--- config.mk ---
export PLATFORM = sky130hd
export DESIGN_NAME = sminmax_abs
export DESIGN_NICKNAME = d
export VERILOG_FILES = /design/src/rtl/sminmax_abs.sv
export SDC_FILE = /design/constraint.sdc
export NUM_CORES = 1
export LEC_CHECK = 0
export ABC_CLOCK_PERIOD_IN_PS = 2400
export BUFFER_PORTS_ARGS = -buffer_cell sky130_fd_sc_hd__buf_2
export CELL_PAD_IN_SITES_DETAIL_PLACEMENT = 2
export CELL_PAD_IN_SITES_GLOBAL_PLACEMENT = 2
export CORE_MARGIN = 2
export CORE_UTILIZATION = 24
export CTS_CLUSTER_SIZE = 20
export DETAILED_ROUTE_END_ITERATION = 16
export PLACE_DENSITY_LB_ADDON = 0.1
export SLEW_MARGIN = 15
export SYNTH_ARGS = -nofsm -noshare
export SYNTH_HDL_FRONTEND = slang
export SYNTH_SLANG_ARGS = --single-unit
--- constraint.sdc ---
create_clock -name clk -period 2.4 [get_ports clk]
set_input_delay 0 -clock clk [delete_from_list [all_inputs] [get_ports clk]]
set_output_delay 0 -clock clk [all_outputs]
set_load 0.05 [all_outputs]
--- src/rtl/sminmax_abs.sv ---
module sminmax_abs #(
  parameter int WIDTH = 32
) (
  input  logic             clk,
  input  logic             rst_n,
  input  logic             valid_i,
  input  logic [1:0]       op_i,
  input  logic [WIDTH-1:0] opa_i,
  input  logic [WIDTH-1:0] opb_i,
  input  logic             sticky_clr_i,
  output logic [WIDTH-1:0] result_o,
  output logic             zero_o,
  output logic             neg_o,
  output logic             carry_o,
  output logic             ovf_o,
  output logic             ovf_sticky_o
);
  localparam logic [1:0] OP_MAX = 2'b00;
  localparam logic [1:0] OP_MIN = 2'b01;
  localparam logic [1:0] OP_ABS = 2'b10;
  localparam logic [WIDTH-1:0] MOST_NEG = {1'b1, {(WIDTH-1){1'b0}}};
  localparam logic [WIDTH-1:0] MOST_POS = ~MOST_NEG;

  logic             a_gt_b;
  logic             a_is_min;
  logic [WIDTH-1:0] a_negated;
  logic             ovf_now;
  logic             take;

  assign a_gt_b    = $signed(opa_i) > $signed(opb_i);
  assign a_is_min  = (opa_i == MOST_NEG);
  assign a_negated = '0 - opa_i;
  assign take      = valid_i && (op_i != 2'b11);

  always_comb begin
    result_o = '0;
    ovf_now  = 1'b0;
    case (op_i)
      OP_MAX: result_o = a_gt_b ? opa_i : opb_i;
      OP_MIN: result_o = a_gt_b ? opb_i : opa_i;
      OP_ABS: begin
        if (a_is_min) begin
          result_o = MOST_POS;
          ovf_now  = 1'b1;
        end else begin
          result_o = opa_i[WIDTH-1] ? a_negated : opa_i;
        end
      end
      default: result_o = '0;
    endcase
  end

  always_ff @(posedge clk or negedge rst_n) begin
    if (!rst_n) begin
      zero_o       <= 1'b0;
      neg_o        <= 1'b0;
      carry_o      <= 1'b0;
      ovf_o        <= 1'b0;
      ovf_sticky_o <= 1'b0;
    end else begin
      if (take) begin
        zero_o  <= (result_o == '0);
        neg_o   <= result_o[WIDTH-1];
        carry_o <= 1'b0;
        ovf_o   <= ovf_now;
      end
      ovf_sticky_o <= (ovf_sticky_o & ~sticky_clr_i) | (take & ovf_now);
    end
  end
endmodule


==> flow_summary_export.csv, run 1 <==
group,metric,value,unit
status,outcome,"did not finish",
status,lastStage,"global routing",
status,tool.error,"[ERROR DPL-0033] detailed placement checks failed during check placement.",
synthesis,mappedNetlistArea,2800,um2
synthesis,synth_simple_gate_area_share,29.7,%
synthesis,synth_nets,509,
synthesis,yosys_warnings,0,
clock_tree,clock-root-buffer,"sky130_fd_sc_hd__clkbuf_16",
place,post-dp-hpwl,14.8,mm
timing,type_of_pin_the_worst_path_ends_at,"register input",
synthesis,synth_area_leader_cell,"sky130_fd_sc_hd__ha_1",
floorplan,die-height,112,um
clock_tree,cts.sinks,4,
synthesis,seq_total_area_yosys,3.58,%
synthesis,synth_seq_cells,4,
synthesis,synthTopCellsByCount,"sky130_fd_sc_hd__inv_1, sky130_fd_sc_hd__nand2_1, sky130_fd_sc_hd__o21ai_0",
clock_tree,cts.htree.levels,1,
place,gpl.final_weighted_congestion,0.964,
floorplan,die-width,112,um
global_routing,grt_start_max_net_pins,35,
floorplan,initial_util,24.5,%
synthesis,synth_top_family_by_area,"simple AND/OR/NAND/NOR gates",
floorplan,top_level_ports,107,
synthesis,synth_top_cells_by_area,"sky130_fd_sc_hd__ha_1, sky130_fd_sc_hd__xnor2_1, sky130_fd_sc_hd__o21ai_0",
place,io_buffer_count,105,
synthesis,mux_contribution_to_synthesized_area,6.66,%
clock_tree,cts-buffers-inserted,3,
synthesis,ys_async_rst_share,100,%
synthesis,average_instance_area_after_synthesis,6.89,um2
clock_tree,worst_case_clock_buffer_depth,2,
synthesis,ys_dominant_reg_cell,"sky130_fd_sc_hd__dfrtp_1",
timing,grt_repair_worst_endpoint,"zero_o$_DFFE_PN0P_/D",
synthesis,syn_inst,406,
synthesis,yosysMostFrequentCell,"sky130_fd_sc_hd__inv_1",
synthesis,yosys.cell_types.count,64,
global_routing,antenna_violations_before_repair,0,
synthesis,synth_top_area_share,14.8,%
synthesis,count_of_flip_flops_with_a_built_in_enable_after_synthesis,0,
floorplan,rows,39,
synthesis,synth_fa_ha_area_share,14.8,%
synthesis,xor_xnor_portion_of_the_synthesized_cell_area,7.20,%
synthesis,synth_compound_area_share,29.0,%
==> logic make-up after synthesis <==
logic type                 count (synthesis)
and+or+nand+nor                          142
AOI/OAI and AO/OA                        123
buffers and inverters                     62
adders and majority gates                 33
xor gates and xnor gates                  23
muxes                                     18
DFF                                        4
other                                      1
==> metrics by stage <==
stage | std cells | area [um2] | setup slack (ns) | TNS [ns]
floorplan | 406 | 3160 | -0.909 | -7.85
global placement | 802 | 5040 | -1.11 | -20.40
detailed placement | 802 | 5040 | -1.18 | -22.90
CTS | 834 | 6220 | -0.860 | -18.66
==> timing repair <==
| item | CTS |
|---|---|
| buffers inserted | 30 |
| resized for setup | 202 |
| hold endpoints to repair | 5 |
| gates cloned | 1 |
| pin swaps | 56 |
| endpoints found under the setup margin | 36 |
| hold buffers | 2 |
==> inputs of run 2 (changes only) <==
Settings changed: ABC_CLOCK_PERIOD_IN_PS 2400 to 3120, CELL_PAD_IN_SITES_DETAIL_PLACEMENT 2 to default, CELL_PAD_IN_SITES_GLOBAL_PLACEMENT 2 to default, CORE_UTILIZATION 24 to 20, CTS_CLUSTER_SIZE 20 to default, PLACE_DENSITY_LB_ADDON 0.1 to 0.15.
Clock period 2.4 ns to 3.12 ns, I/O delays scaled along.
==> flow_summary_export.csv, run 2 <==
group,metric,value,unit
place,post-dp-hpwl,11.6,mm
routing,drtPass1Iterations,4,
clock_tree,worst_case_clock_buffer_depth,2,
clock_tree,cts-buffers-inserted,3,
routing,wirelength,13.8,mm
floorplan,initial_util,20.3,%
synthesis,seq_total_area_yosys,3.58,%
clock_tree,clock_insertion_delay_worst_skew,0.22,ns
power,leakagePower,2.55,nW
synthesis,synth_area_leader_cell,"sky130_fd_sc_hd__ha_1",
synthesis,synth_nets,509,
floorplan,core_region_area,13800,um2
floorplan,design.die.area,15000,um2
timing,timing.slew.headroom,62.0,%
critical_path,setup.worst_path.end_class,"register",
routing,route.detailed.drc,0,
timing,setup_slack_after_layout,-0.0856,ns
critical_path,critPathKind,"primary input to register",
run,drv_cap,0,
synthesis,synth_top_area_share,14.8,%
timing,finalSetupViolations,1,
floorplan,die-height,122,um
routing,routed.top_layer,"met4",
synthesis,synthTopCellsByCount,"sky130_fd_sc_hd__inv_1, sky130_fd_sc_hd__nand2_1, sky130_fd_sc_hd__o21ai_0",
floorplan,rows,43,
synthesis,syn_inst,406,
routing,wirelength_met1,6.07,mm
floorplan,die-width,122,um
clock_tree,tritoncts,"done",
cells_and_area,mostFrequentLayoutCell,"sky130_fd_sc_hd__buf_4",
critical_path,startpoint_kind_of_the_worst_setup_timing_path,"primary input",
place,io_buffer_count,105,
synthesis,yosysMostFrequentCell,"sky130_fd_sc_hd__inv_1",
synthesis,yosys_warnings,0,
critical_path,worst_ep_required_time,3.28,ns
cells_and_area,utilization,40.9,%
clock_tree,clk_transition_reported_paths,0.03,ns
synthesis,ys_async_rst_share,100,%
power,peakVddDrop,180,uV
synthesis,yosys.cell_types.count,64,
timing,post-route-min-period,3.21,ns
routing,average_wire_length_per_cell_after_detail_routing,16.4,um
clock_tree,cts.sinks,4,
routing,met2RoutedLength,6.77,mm
clock_tree,cts.htree.levels,1,
timing,tightest_slew,0.568,ns
status,outcome,"complete, but fails checks",
synthesis,synth_seq_cells,4,
timing,final.period_utilization,103,%
status,violations_in_the_final_reports,"negative setup slack",
timing,fin_skew,0,ns
critical_path,worst_ep_arrival_time,3.36,ns
cells_and_area,mostFrequentLayoutCells,"sky130_fd_sc_hd__buf_4, sky130_fd_sc_hd__buf_2, sky130_fd_sc_hd__nand2_1, sky130_fd_sc_hd__o21ai_0, sky130_fd_sc_hd__buf_6",
worst_hold_path,worstHoldPathType,"primary input to register",
floorplan,top_level_ports,107,
cells_and_area,stdcell_area,5630,um2
synthesis,average_instance_area_after_synthesis,6.89,um2
timing,max_freq,312,MHz
routing,detail-route-antenna-nets,0,
power,p_per_area,252,nW/um2
routing,drt_iter0_markers,166,
timing,rsz_0062_raised_after_global_routing,"true",
synthesis,count_of_flip_flops_with_a_built_in_enable_after_synthesis,0,
synthesis,mappedNetlistArea,2800,um2
routing,num_vias,4058,
critical_path,cp_max_fo,8,
timing,finalHoldViolations,0,
timing,slew_viol_final,0,
cells_and_area,num-nets-final,767,
place,gpl.final_weighted_congestion,0.956,
global_routing,grt_pass1_wl,21.4,mm
global_routing,globalRouteTotalUtil,18.0,%
global_routing,grt_pass1_vias,4216,
global_routing,grt_start_max_net_pins,35,
synthesis,synth_top_cells_by_area,"sky130_fd_sc_hd__ha_1, sky130_fd_sc_hd__xnor2_1, sky130_fd_sc_hd__o21ai_0",
place,postPlaceCellArea,4910,um2
cells_and_area,synthToLayoutAreaGrowth,101,%
clock_tree,clock-root-buffer,"sky130_fd_sc_hd__clkbuf_16",
global_routing,grt.overflow.total,0,
power,design_power_total,1.42,mW
cells_and_area,post_route_cells_drive_above_1_share,56.3,%
routing,routed_via_density,4.81,
routing,met3_wirelength,588,um
synthesis,ys_dominant_reg_cell,"sky130_fd_sc_hd__dfrtp_1",
global_routing,antenna_violations_before_repair,0,
-- run 2: path summary, 6_finish.rpt --
path | from | to | slack [ns] | depth (start not counted)
worst min register to register | neg_o$_DFFE_PN0P_ | neg_o$_DFFE_PN0P_ | 0.50 | 1
min in group asynchronous | rst_n | ovf_sticky_o$_DFF_PN0_ | 0.12 | 2
worst max-delay path | opa_i[15] | zero_o$_DFFE_PN0P_ | -0.09 | 15
worst max register to register | zero_o$_DFFE_PN0P_ | zero_o$_DFFE_PN0P_ | 2.30 | 2
max in group asynchronous | rst_n | ovf_o$_DFFE_PN0P_ | 2.89 | 2
worst min-delay path | valid_i | ovf_o$_DFFE_PN0P_ | 0.02 | 2
-- run 2: critical path: stages --
cell                       delay, ns
sky130_fd_sc_hd__buf_2          0.13
sky130_fd_sc_hd__ha_4           0.27
sky130_fd_sc_hd__nand4_1        0.18
sky130_fd_sc_hd__or4_4          0.54
sky130_fd_sc_hd__nor2_4         0.19
sky130_fd_sc_hd__buf_12         0.13
sky130_fd_sc_hd__nor4b_4        0.04
sky130_fd_sc_hd__a2111o_1       0.35
sky130_fd_sc_hd__nor2_4         0.22
sky130_fd_sc_hd__buf_6          0.14
sky130_fd_sc_hd__buf_6          0.14
sky130_fd_sc_hd__o211ai_1       0.24
sky130_fd_sc_hd__nor4_2         0.36
sky130_fd_sc_hd__nor4b_2        0.24
sky130_fd_sc_hd__a41o_1         0.19
-- run 2: area by class of cell --
type / instances / area, um2
antenna: 1 / 2.50
sequential: 4 / 100
timing repair buffer: 273 / 2050
inverter: 42 / 193
fill: 1461 / 8140
tap: 180 / 225
clock buffer: 3 / 75.1
multi-input combinational: 340 / 2990
-- run 2: logic make-up after synthesis --
kind of cell | after synthesis | synth area share, %
AO/OA/AOI/OAI | 123 | 29.0
AND/OR/NAND/NOR | 142 | 29.7
other | 1 | 0.134
multiplexers | 18 | 6.66
buffers and inverters | 62 | 8.90
flip-flops | 4 | 3.58
adder cells (fa/ha/maj) | 33 | 14.8
XOR/XNOR | 23 | 7.20
-- run 2: repair_timing --
item                                    in CTS  in global routing
pin swaps                                   26                 28
hold buffers                                 2                  0
endpoints found under the setup margin       9                 20
hold endpoints to repair                     5                  0
resized for setup                           52                 60
setup buffers                                8                  4
-- run 2: metrics by stage --
step / setup TNS, ns / hold WS, ns / setup slack (ns) / cells
after floorplan: -0.602 / -0.296 / -0.189 / 406
after global placement: -0.594 / -0.187 / -0.591 / 825
after detailed placement: -0.681 / -0.190 / -0.602 / 825
after CTS: -0.0654 / 0.0136 / -0.0654 / 838
after global routing: -0.420 / 0.0306 / -0.209 / 842
final: -0.0856 / 0.0175 / -0.0856 / 843
-- run 2: report_power, final --
group,switching (mW),internal [mW]
sequential,0.000805,0.0542
clock,0.0326,0.163
combinational,0.645,0.523
-- run 2: per-layer routing --
metal | global-route usage [%] | up-vias
li1 | - | 2048
met1 | 23.0 | 1899
met2 | 32.4 | 93
met3 | 1.30 | 18
met4 | 5.10 | 0
met5 | 0 | -
No activity file was read; power rests on OpenSTA's default activity.
